<file path="config.mk">
export PLATFORM = sky130hd
export DESIGN_NAME = tcfg_regfile
export DESIGN_NICKNAME = d
export VERILOG_FILES = /design/src/rtl/tcfg_pkg.sv /design/src/rtl/tcfg_decode.sv /design/src/rtl/tcfg_wp_guard.sv /design/src/rtl/tcfg_regfile.sv
export SDC_FILE = /design/constraint.sdc
export NUM_CORES = 1
export LEC_CHECK = 0
export BUFFER_PORTS_ARGS = -buffer_cell sky130_fd_sc_hd__buf_2
export CAP_MARGIN = 20
export CORE_ASPECT_RATIO = 1.75
export CORE_MARGIN = 2
export CORE_UTILIZATION = 35
export DETAILED_ROUTE_END_ITERATION = 16
export GPL_TIMING_DRIVEN = 0
export MAX_ROUTING_LAYER = met4
export SETUP_SLACK_MARGIN = 0.15
export SLEW_MARGIN = 15
export SYNTH_ARGS = -nofsm -noshare
export SYNTH_HDL_FRONTEND = slang
export SYNTH_HIERARCHICAL = 1
export SYNTH_SLANG_ARGS = --single-unit
</file>
<file path="constraint.sdc">
create_clock -name clk -period 2.5 [get_ports clk]
set_input_delay 0.375 -clock clk [delete_from_list [all_inputs] [get_ports clk]]
set_output_delay 0.375 -clock clk [all_outputs]
set_load 0.01 [all_outputs]
</file>
<file path="src/rtl/tcfg_pkg.sv">
package tcfg_pkg;

    typedef struct packed {
        logic       flag;
        logic [7:0] src;
    } wp_st_t;

    function automatic logic [31:0] kind_mask(input logic [1:0] kind);
        case (kind)
            2'd0:    return 32'h3F3F_3F3F;
            2'd1:    return 32'h7F7F_7F7F;
            2'd2:    return 32'h01FF_01FF;
            default: return 32'h0000_00FF;
        endcase
    endfunction

    function automatic logic [7:0] expand_setup(input logic [5:0] c);
        return (c[5] ? 8'd128 : 8'd0) + {3'b0, c[4:0]};
    endfunction

    function automatic logic [8:0] expand_pulse(input logic [6:0] c);
        return (c[6] ? 9'd256 : 9'd0) + {3'b0, c[5:0]};
    endfunction

    function automatic logic [9:0] expand_cycle(input logic [8:0] c);
        return {c[8:7], 8'd0} + {3'b0, c[6:0]};
    endfunction

endpackage

</file>
<file path="src/rtl/tcfg_decode.sv">
module tcfg_decode
    import tcfg_pkg::*;
(
    input  logic [31:0]      setup_word,
    input  logic [31:0]      pulse_word,
    input  logic [31:0]      cycle_word,
    output logic [4*8-1:0]   eff_setup,
    output logic [4*9-1:0]   eff_pulse,
    output logic [2*10-1:0]  eff_cycle
);

    for (genvar f = 0; f < 4; f++) begin : g_lane
        assign eff_setup[f*8 +: 8] = expand_setup(setup_word[f*8 +: 6]);
        assign eff_pulse[f*9 +: 9] = expand_pulse(pulse_word[f*8 +: 7]);
    end

    for (genvar k = 0; k < 2; k++) begin : g_cyc
        assign eff_cycle[k*10 +: 10] = expand_cycle(cycle_word[k*16 +: 9]);
    end

endmodule

</file>
<file path="src/rtl/tcfg_wp_guard.sv">
module tcfg_wp_guard
    import tcfg_pkg::*;
#(
    parameter int NREG   = 16,
    parameter int ADDR_W = 5
) (
    input  logic              clk,
    input  logic              rst_n,
    input  logic              req_valid,
    input  logic              req_write,
    input  logic [ADDR_W-1:0] req_addr,
    input  logic              prot_en,
    output logic              wr_ok,
    output logic              viol,
    output logic              flag_o,
    output logic [7:0]        src_o
);

    localparam logic [ADDR_W-1:0] IDX_STAT = ADDR_W'(NREG + 1);

    wp_st_t st_d, st_q;
    logic   is_cfg, rd_stat;

    always_comb begin
        is_cfg  = req_addr < ADDR_W'(NREG);
        viol    = req_valid && req_write && prot_en && is_cfg;
        wr_ok   = req_valid && req_write && !viol;
        rd_stat = req_valid && !req_write && (req_addr == IDX_STAT);
        st_d    = st_q;
        if (rd_stat) st_d.flag = 1'b0;
        if (viol) begin
            st_d.flag = 1'b1;
            st_d.src  = 8'(req_addr);
        end
    end

    always_ff @(posedge clk or negedge rst_n) begin
        if (!rst_n) st_q <= '0;
        else        st_q <= st_d;
    end

    assign flag_o = st_q.flag;
    assign src_o  = st_q.src;

    AST_VIOL_SETS_FLAG: assert property (@(posedge clk) disable iff (!rst_n)
        viol |=> flag_o);
    AST_FLAG_STICKY: assert property (@(posedge clk) disable iff (!rst_n)
        (flag_o && !rd_stat) |=> flag_o);
    AST_SRC_RECORDED: assert property (@(posedge clk) disable iff (!rst_n)
        viol |=> (src_o == 8'($past(req_addr))));
    AST_READ_CLEARS: assert property (@(posedge clk) disable iff (!rst_n)
        (rd_stat && !viol) |=> !flag_o);

endmodule

</file>
<file path="src/rtl/tcfg_regfile.sv">
module tcfg_regfile
    import tcfg_pkg::*;
#(
    parameter int NUM_CS = 4,
    parameter int ADDR_W = $clog2(4 * NUM_CS + 2)
) (
    input  logic                   clk,
    input  logic                   rst_n,
    input  logic                   req_valid,
    input  logic                   req_write,
    input  logic [ADDR_W-1:0]      req_addr,
    input  logic [31:0]            req_wdata,
    output logic [31:0]            rd_data,
    output logic [NUM_CS*4*8-1:0]  eff_setup,
    output logic [NUM_CS*4*9-1:0]  eff_pulse,
    output logic [NUM_CS*2*10-1:0] eff_cycle
);

    localparam int NREG = 4 * NUM_CS;
    localparam logic [ADDR_W-1:0] IDX_PROT = ADDR_W'(NREG);
    localparam logic [ADDR_W-1:0] IDX_STAT = ADDR_W'(NREG + 1);

    typedef struct packed {
        logic [NREG-1:0][31:0] cfg;
        logic                  prot_en;
        logic [31:0]           rdata;
    } bank_st_t;

    bank_st_t   st_d, st_q;
    logic       wr_ok, viol, flag;
    logic [7:0] src;

    tcfg_wp_guard #(.NREG(NREG), .ADDR_W(ADDR_W)) i_guard (
        .clk      (clk),
        .rst_n    (rst_n),
        .req_valid(req_valid),
        .req_write(req_write),
        .req_addr (req_addr),
        .prot_en  (st_q.prot_en),
        .wr_ok    (wr_ok),
        .viol     (viol),
        .flag_o   (flag),
        .src_o    (src)
    );

    always_comb begin
        st_d = st_q;
        if (wr_ok) begin
            for (int i = 0; i < NREG; i++) begin
                if (req_addr == ADDR_W'(i))
                    st_d.cfg[i] = req_wdata & kind_mask(2'(i % 4));
            end
            if (req_addr == IDX_PROT) st_d.prot_en = req_wdata[0];
        end
        if (req_valid && !req_write) begin
            st_d.rdata = '0;
            for (int i = 0; i < NREG; i++) begin
                if (req_addr == ADDR_W'(i)) st_d.rdata = st_q.cfg[i];
            end
            if (req_addr == IDX_PROT) st_d.rdata = {31'b0, st_q.prot_en};
            if (req_addr == IDX_STAT) st_d.rdata = {16'b0, src, 7'b0, flag};
        end
    end

    always_ff @(posedge clk or negedge rst_n) begin
        if (!rst_n) st_q <= '0;
        else        st_q <= st_d;
    end

    assign rd_data = st_q.rdata;

    for (genvar c = 0; c < NUM_CS; c++) begin : g_cs
        tcfg_decode i_dec (
            .setup_word(st_q.cfg[4*c]),
            .pulse_word(st_q.cfg[4*c+1]),
            .cycle_word(st_q.cfg[4*c+2]),
            .eff_setup (eff_setup[c*32 +: 32]),
            .eff_pulse (eff_pulse[c*36 +: 36]),
            .eff_cycle (eff_cycle[c*20 +: 20])
        );
    end

    AST_BLOCKED_UNCHANGED: assert property (@(posedge clk) disable iff (!rst_n)
        viol |=> $stable(st_q.cfg));
    AST_GUARD_WRITABLE: assert property (@(posedge clk) disable iff (!rst_n)
        (req_valid && req_write && req_addr == IDX_PROT)
        |=> (st_q.prot_en == $past(req_wdata[0])));
    AST_HIGH_WRITE_NOP: assert property (@(posedge clk) disable iff (!rst_n)
        (req_valid && req_write && req_addr > IDX_PROT)
        |=> ($stable(st_q.cfg) && $stable(st_q.prot_en)));

endmodule

</file>
==> results by stage, run 1 <==
Outcome:
- The run finished with clean final reports.

Final layout:
- The number of standard cells in the final layout excluding fillers is 3014.
- The final layout contains between 2000 and 2500 nets.
- The fraction of layout cells with a size suffix above 1 is a little over half.
- The library cells used most frequently in the layout, excluding fill and tap cells, are buf_4, buf_2, dfrtp_1.
- The commonest non-fill, non-tap cell in the layout is buf_4.
- The layout overhead on the synthesized area is 21.4%.

Clock tree:
- The CTS tree is yes.
- The clock slew at the register clock pins of the worst setup and hold paths is 0.07 ns.
- The total number of H-tree levels is 2.
- The maximum clock insertion buffer count is 3.
- Clock tree synthesis inserted a total of 35 buffers.
- The number of sinks driven by the clock tree is 350.
- The clock latency on the worst-skew pair is around 0.55 ns.
- The number of setup buffers added after CTS is 0.
- The tree is rooted in a clkbuf_16.

Global routing:
- The initial antenna violation count is 2.
- The first-pass GRT wire length is roughly 120 mm.
- Global routing consumed, over all layers together, 29.4% of the routing resources.
- After global routing the overflow that remains totals 0.
- The via count of the first global-routing pass is 16000.
- Entering global routing, the biggest net connects 102 pins.

Timing:
- Across the routed clock network, the largest skew measured is 0.0245 ns.
- Setup repair after global routing could not meet its margin everywhere.
- After routing, the total negative slack on setup checks comes to 0 ns.
- The hold violation total from the final report is 0.
- The transition time of the tightest slew-check pin is 1.17 ns.
- The count of final max-slew check failures came to 0.
- Once routing completed, OpenROAD measured the worst setup slack at approximately 0.15 ns.
- In this run the tightest slew margin relative to its limit is around 22%.
- The period utilization is a little over nine tenths.
- The final hold slack is 0.0859 ns.
- Static timing analysis puts the maximum clock frequency at 0.425 GHz.
- The count of final setup violators is 0.
- The shortest clock period the worst path allows after layout is 2.35 ns.

Critical path:
- The endpoint identified for the worst register-to-register timing path is st_q[445]$_DFFE_PN0P_.
- The endpoint type of the worst setup path is a register.
- Data on the critical path is required at its endpoint by 2.94 ns.
- The peak fanout along the critical path is 10.
- The startpoint-to-endpoint class of the critical path is register to register.
- The launching point of the worst reg2reg path is st_q[32]$_DFFE_PN0P_.
- The data arrival time of the critical path is 2.79 ns.
- The worst register-to-register path has a depth of 7.
- The critical path launch point type is a register.
- The internal reg-to-reg setup slack is 0.15 ns.

Yosys:
- During synthesis, Yosys emitted a total of 6 warnings.
- The mapped netlist covers 0.0199 mm^2.
- Synthesis handed over a netlist of 1766 instances.
- The average cell area after synthesis is 11.3 um^2.

Power and ir drop:
- IR analysis of the VDD net gives a maximum drop of 0.374 mV.
- After layout, the design draws a total of 16.6 mW.
- In this run the static leakage power is 12.7 nW.
- In this run the power density over the cells is 688 mW/mm^2.

Worst hold path:
- Along the worst hold path, the cell count comes to 2.
- For hold timing, the worst endpoint is st_q[479]$_DFFE_PN0P_.
- The origin of the worst min-delay path is req_wdata[30].
- The min-delay analysis places its worst path in the category input pin to register.

Floorplanning:
- The vertical die dimension is 320 um.
- 425 I/O pins were placed.
- The area of the die is roughly 0.059 mm^2.
- The effective utilization at floorplan is 35.4%.
- The core footprint is 0.0563 mm^2.
- After floorplanning, the core was divided into 115 placement rows.
- In this run the horizontal extent of the chip is around 180 um.

Routing:
- For this run, design rule violations remaining after detail routing come to 0.
- The number of vias after detailed routing is 15800.
- Summed over all layers, the routed wires come to roughly 86 mm.
- The average routed wire per standard cell is about 28 um.
- The number of violations reported at the end of detailed-routing iteration 0 is 1083.
- The number of iterations in the first detailed-routing pass is 7.
- The number of vias per cell after detailed routing is 5.23.
- The remaining number of nets flagged by the antenna check after routing is 0.

Placement:
- The number of buffers added on ports is ~350.
- Routability-driven placement finished with a final weighted congestion of 0.964.
- In this run, placement finished with an instance count of about 3000.
- The pre-CTS setup slack is -0.657 ns.
- The post-detailed-placement half-perimeter wirelength is 64.6 mm.

Run:
- The tool flagged a number of max-cap violations equal to 0.
metal layers:
layer / share of wire, % / wire (um) / global-route usage (%) / up-vias
met4: 6.9 / 5910 / 17.8 / 0
li1: - / - / - / 6742
met5: 0 / 0 / - / -
met2: 50 / 43100 / 50.0 / 781
met1: 37 / 31600 / 32.7 / 8005
met3: 5.7 / 4890 / 3.38 / 248
power breakdown:
| group | switching [mW] | leakage, nW | internal, mW |
|---|---|---|---|
| sequential | 0.751 | 4.64 | 6.40 |
| combinational | 1.91 | 7.50 | 2.08 |
| clock | 2.42 | 0.558 | 3.06 |
| total | 5.07 | 12.7 | 11.5 |
worst max-delay path, stage by stage (launching register included):
cell and delay [ns]:
dfrtp_1 0.42, nor2b_2 0.19, nor2_1 0.12, buf_2 0.29, and3_1 0.20, buf_4 0.26
buf_2 0.37, mux2_2 0.38
state kept, by name (all words and copies together), names as in the netlist:
register        flops
st_q              313
rd_data            31
i_guard/src_o       5
i_guard/flag_o      1
area by class of cell:
cell class	instances	area (um^2)
fill	5549	32100
sequential	350	8760
multi-input combinational	976	7840
buffer	498	3590
timing repair buffer	353	1850
clock buffer	49	978
tap	760	951
clock inverter	13	154
inverter	12	45.0
antenna	3	7.51
how the worst max path moves through the flow:
stage | slack, ns | cells past startpoint | to | start
global route | 0.14 | 7 | st_q[446]$_DFFE_PN0P_ | st_q[32]$_DFFE_PN0P_
CTS | 0.17 | 7 | st_q[487]$_DFFE_PN0P_ | st_q[32]$_DFFE_PN0P_
detailed placement | -0.66 | 8 | rd_data[0]$_DFFE_PN0P_ | req_addr[0]
floorplan | 0.64 | 6 | st_q[201]$_DFFE_PN0P_ | req_addr[4]
global placement | -5.77 | 1 | st_q[351]$_DFFE_PN0P_ | rst_n
finish | 0.15 | 7 | st_q[445]$_DFFE_PN0P_ | st_q[32]$_DFFE_PN0P_
per-stage QoR:
stage / cell area (um^2) / utilization, %
global route: 24200 / 43.0
floorplan: 20200 / -
detailed placement: 23000 / 40.8
finish: 24200 / 43.0
CTS: 24200 / 42.9
global placement: 22900 / 40.7
what timing repair did:
action,in CTS,in global routing
hold buffers,1,0
endpoints found under the hold margin,81,0
setup endpoints to repair,89,47
resized for setup,9,6
Power figures use the tool's default switching activity.
==> run 2: changes to the inputs <==
- PLACE_DENSITY: not set -> 0.65
==> run 2 against run 1 <==
Effect of this change:
- setup slack worse by 0.016 ns
- final cell count hardly changed
- power is 0.48% lower
- global-route usage is 0.42 points lower
- design area is 0.11% lower
- via count is 1.0% higher
- clock power is 2% lower
- clock skew is 0.0091 ns lower
- die area stayed put
- first-iteration DRC count is 17% higher
- count of clock-buffer cells in the layout stayed put
- register-to-register slack worse by 0.02 ns
- largest cell class unchanged
==> results by stage, run 2 (synthesis results as in run 1) <==
Outcome:
- Status: finished, final reports clean (unchanged).

Floorplanning:
- The count of pins on the block boundary is 425 (unchanged).
- The core footprint was 0.0563 mm^2 (unchanged).
- The width of the die is 184 um (unchanged).
- The vertical die dimension is 320 um (unchanged).
- The area of the die is 0.0589 mm^2 (unchanged).
- The effective utilization at floorplan came to 35.4% (unchanged).
- The standard-cell row count is 115 (unchanged).

Power and ir drop:
- The power per standard cell area is 685 mW/mm^2 (was 688 mW/mm^2).
- The worst vdd rail ir drop was 0.338 mV (was 0.374 mV).
- The standby leakage power is 12.7 nW (about the same).

Clock tree:
- The maximum clock insertion buffer count was 3 (unchanged).
- The clock latency on the worst-skew pair came to 0.55 ns (about the same).
- The clock slew at the register clock pins of the worst setup and hold paths is 0.06 ns (was 0.07 ns).
- The number of sinks driven by the clock tree is 350 (unchanged).
- The cell at the root of the clock tree is clkbuf_16 (unchanged).
- The CTS tree is yes (unchanged).
- The number of clock buffers inserted by TritonCTS is 35 (unchanged).
- The number of setup buffers added after CTS is 0 (unchanged).
- The total number of H-tree levels is 2 (unchanged).

Final layout:
- The layout overhead on the synthesized area is 21.3% (was 21.4%).
- The number of filler instances in the final layout came to 5536 (was 5549).
- The number of flip-flops in the largest register is 313 (unchanged).
- The register ranked first by flip-flop count is st_q (unchanged).
- The fraction of layout cells with a size suffix above 1 came to 53.4% (was 53.6%).
- The post-route cell area is 0.0241 mm^2 (was 0.0242 mm^2).
- The commonest non-fill, non-tap cell in the layout was buf_4 (unchanged).
- Most frequent cells in the layout: buf_4, buf_2, dfrtp_1 (unchanged).
- The layout net count is 2269 (was 2267).

Routing:
- The number of iterations in the first detailed-routing pass is 7 (unchanged).
- The number of vias after detailed routing is 15900 (was 15800).
- The DRC violation count after routing came to 0 (unchanged).
- The remaining number of nets flagged by the antenna check after routing was 0 (unchanged).
- The average routed wire per standard cell is 28.1 um (was 28.4 um).
- The total length of routed wires is 84.8 mm (was 85.5 mm).
- The number of vias per cell after detailed routing is 5.29 (was 5.23).
- The number of violations reported at the end of detailed-routing iteration 0 is 1264 (was 1083).

Timing:
- The period utilization came to 94.7% (was 94.0%).
- The transition time of the tightest slew-check pin was 1.15 ns (was 1.17 ns).
- The worst slew margin relative to its limit came to 22.9% (was 22.0%).
- The final hold slack was 0.0946 ns (was 0.0859 ns).
- The highest clock frequency the design can meet is 0.422 GHz (was 0.425 GHz).
- The post-layout worst setup margin is 0.133 ns (was 0.149 ns).
- The hold violation total from the final report is 0 (unchanged).
- The count of final max-slew check failures is 0 (unchanged).
- Unrepaired setup endpoints after global routing: true (unchanged).
- The shortest clock period the worst path allows after layout came to 2.37 ns (was 2.35 ns).
- The count of final setup violators is 0 (unchanged).
- The worst-case clock skew is 0.0154 ns (was 0.0245 ns).

Critical path:
- The worst path required time is 2.93 ns (was 2.94 ns).
- The peak fanout along the critical path was 10 (unchanged).
- The startpoint-to-endpoint class of the critical path is register to register (unchanged).
- The internal reg-to-reg setup slack is 0.13 ns (was 0.15 ns).
- The endpoint type of the worst setup path is a register (unchanged).
- The data arrival time of the critical path came to 2.79 ns (about the same).
- The critical path launch point type is a register (unchanged).

Global routing:
- The pin count of the biggest net entering global routing was 104 (was 102).
- The initial antenna violation count is 2 (unchanged).
- The via count of the first global-routing pass is 16000 (about the same).
- The first-pass GRT wire length is 117 mm (was 119 mm).
- The total congestion overflow after global routing is 0 (unchanged).
- The overall track demand over capacity in global routing is 28.9% (was 29.4%).

Placement:
- The number of buffers added on ports is 349 (unchanged).
- The post-detailed-placement half-perimeter wirelength is 64.0 mm (was 64.6 mm).
- The placed instance area is 0.0230 mm^2 (about the same).
- The pre-CTS setup slack is -0.527 ns (was -0.657 ns).
- The global placer's final weighted congestion is 0.994 (was 0.964).

Run:
- The max capacitance violation total came to 0 (unchanged).

Worst hold path:
- The classification of the worst-slack hold path is input pin to register (unchanged).
run 2: changes by cell type in the layout (fill, tap and decap cells not counted), moves of 2 or more:
cell,change
clkbuf_16,+2
buf_4,+3
nand3_1,+2
inv_6,-3
run 2: final cells by class:
cell class                 count  area [um^2]  share of cell area (%)
timing repair buffer         355         1870                    7.74
buffer                       498         3600                    14.9
clock inverter                 9         97.6                   0.404
tap                          760          951                    3.94
inverter                      12         45.0                   0.187
multi-input combinational    976         7820                    32.4
antenna                        2         5.00                  0.0207
sequential                   350         8760                    36.3
clock buffer                  49         1010                    4.19
run 2: per-layer routing:
metal	vias up	global-route usage, %	wire [um]
met5	-	-	0
met4	0	21.1	7220
met3	281	3.96	5260
met2	925	48.3	41800
met1	7976	31.3	30500
li1	6757	-	-
run 2: critical path, stage by stage, from the launching register on:
cell and delay (ns):
dfrtp_1 0.43, nor2b_2 0.20, nor2_1 0.08, buf_2 0.26, nand3_1 0.49, clkbuf_4 0.46
mux2_2 0.32
run 2: stage by stage:
step           setup TNS [ns]  power (mW)  std cells  utilization (%)
2_1_floorplan               0        9.47       1836                -
3_3_place_gp         -2049.29        11.1       2945             40.7
3_5_place_dp           -41.58        11.2       2949             40.8
4_1_cts                     0        16.6       3008             42.9
5_1_grt                     0        17.1       3011             42.9
6_report                    0        16.5       3011             42.9
run 2: final timing paths:
kind | from | end | depth (start not counted)
worst max register to register | st_q[32]$_DFFE_PN0P_ | st_q[170]$_DFFE_PN0P_ | 6
min in group asynchronous | rst_n | st_q[172]$_DFFE_PN0P_ | 2
worst min-delay path | req_wdata[30] | st_q[479]$_DFFE_PN0P_ | 2
worst max-delay path | st_q[32]$_DFFE_PN0P_ | st_q[170]$_DFFE_PN0P_ | 6
worst min register to register | i_guard/src_o[3]$_DFFE_PN0P_ | i_guard/src_o[3]$_DFFE_PN0P_ | 1
max in group asynchronous | rst_n | st_q[443]$_DFFE_PN0P_ | 4
run 2: timing repair:
action / in CTS / in global routing
hold endpoints to repair: 69 / 0
gates resized for setup: 7 / 5
setup endpoints to repair: 70 / 29
cloned: 0 / 0
hold buffers: 1 / 0
run 2: where the power goes:
part           leakage (nW)  internal [mW]  switching (mW)
clock network         0.546           3.02            2.35
logic                  7.51           2.09            1.92
registers              4.64           6.40           0.769
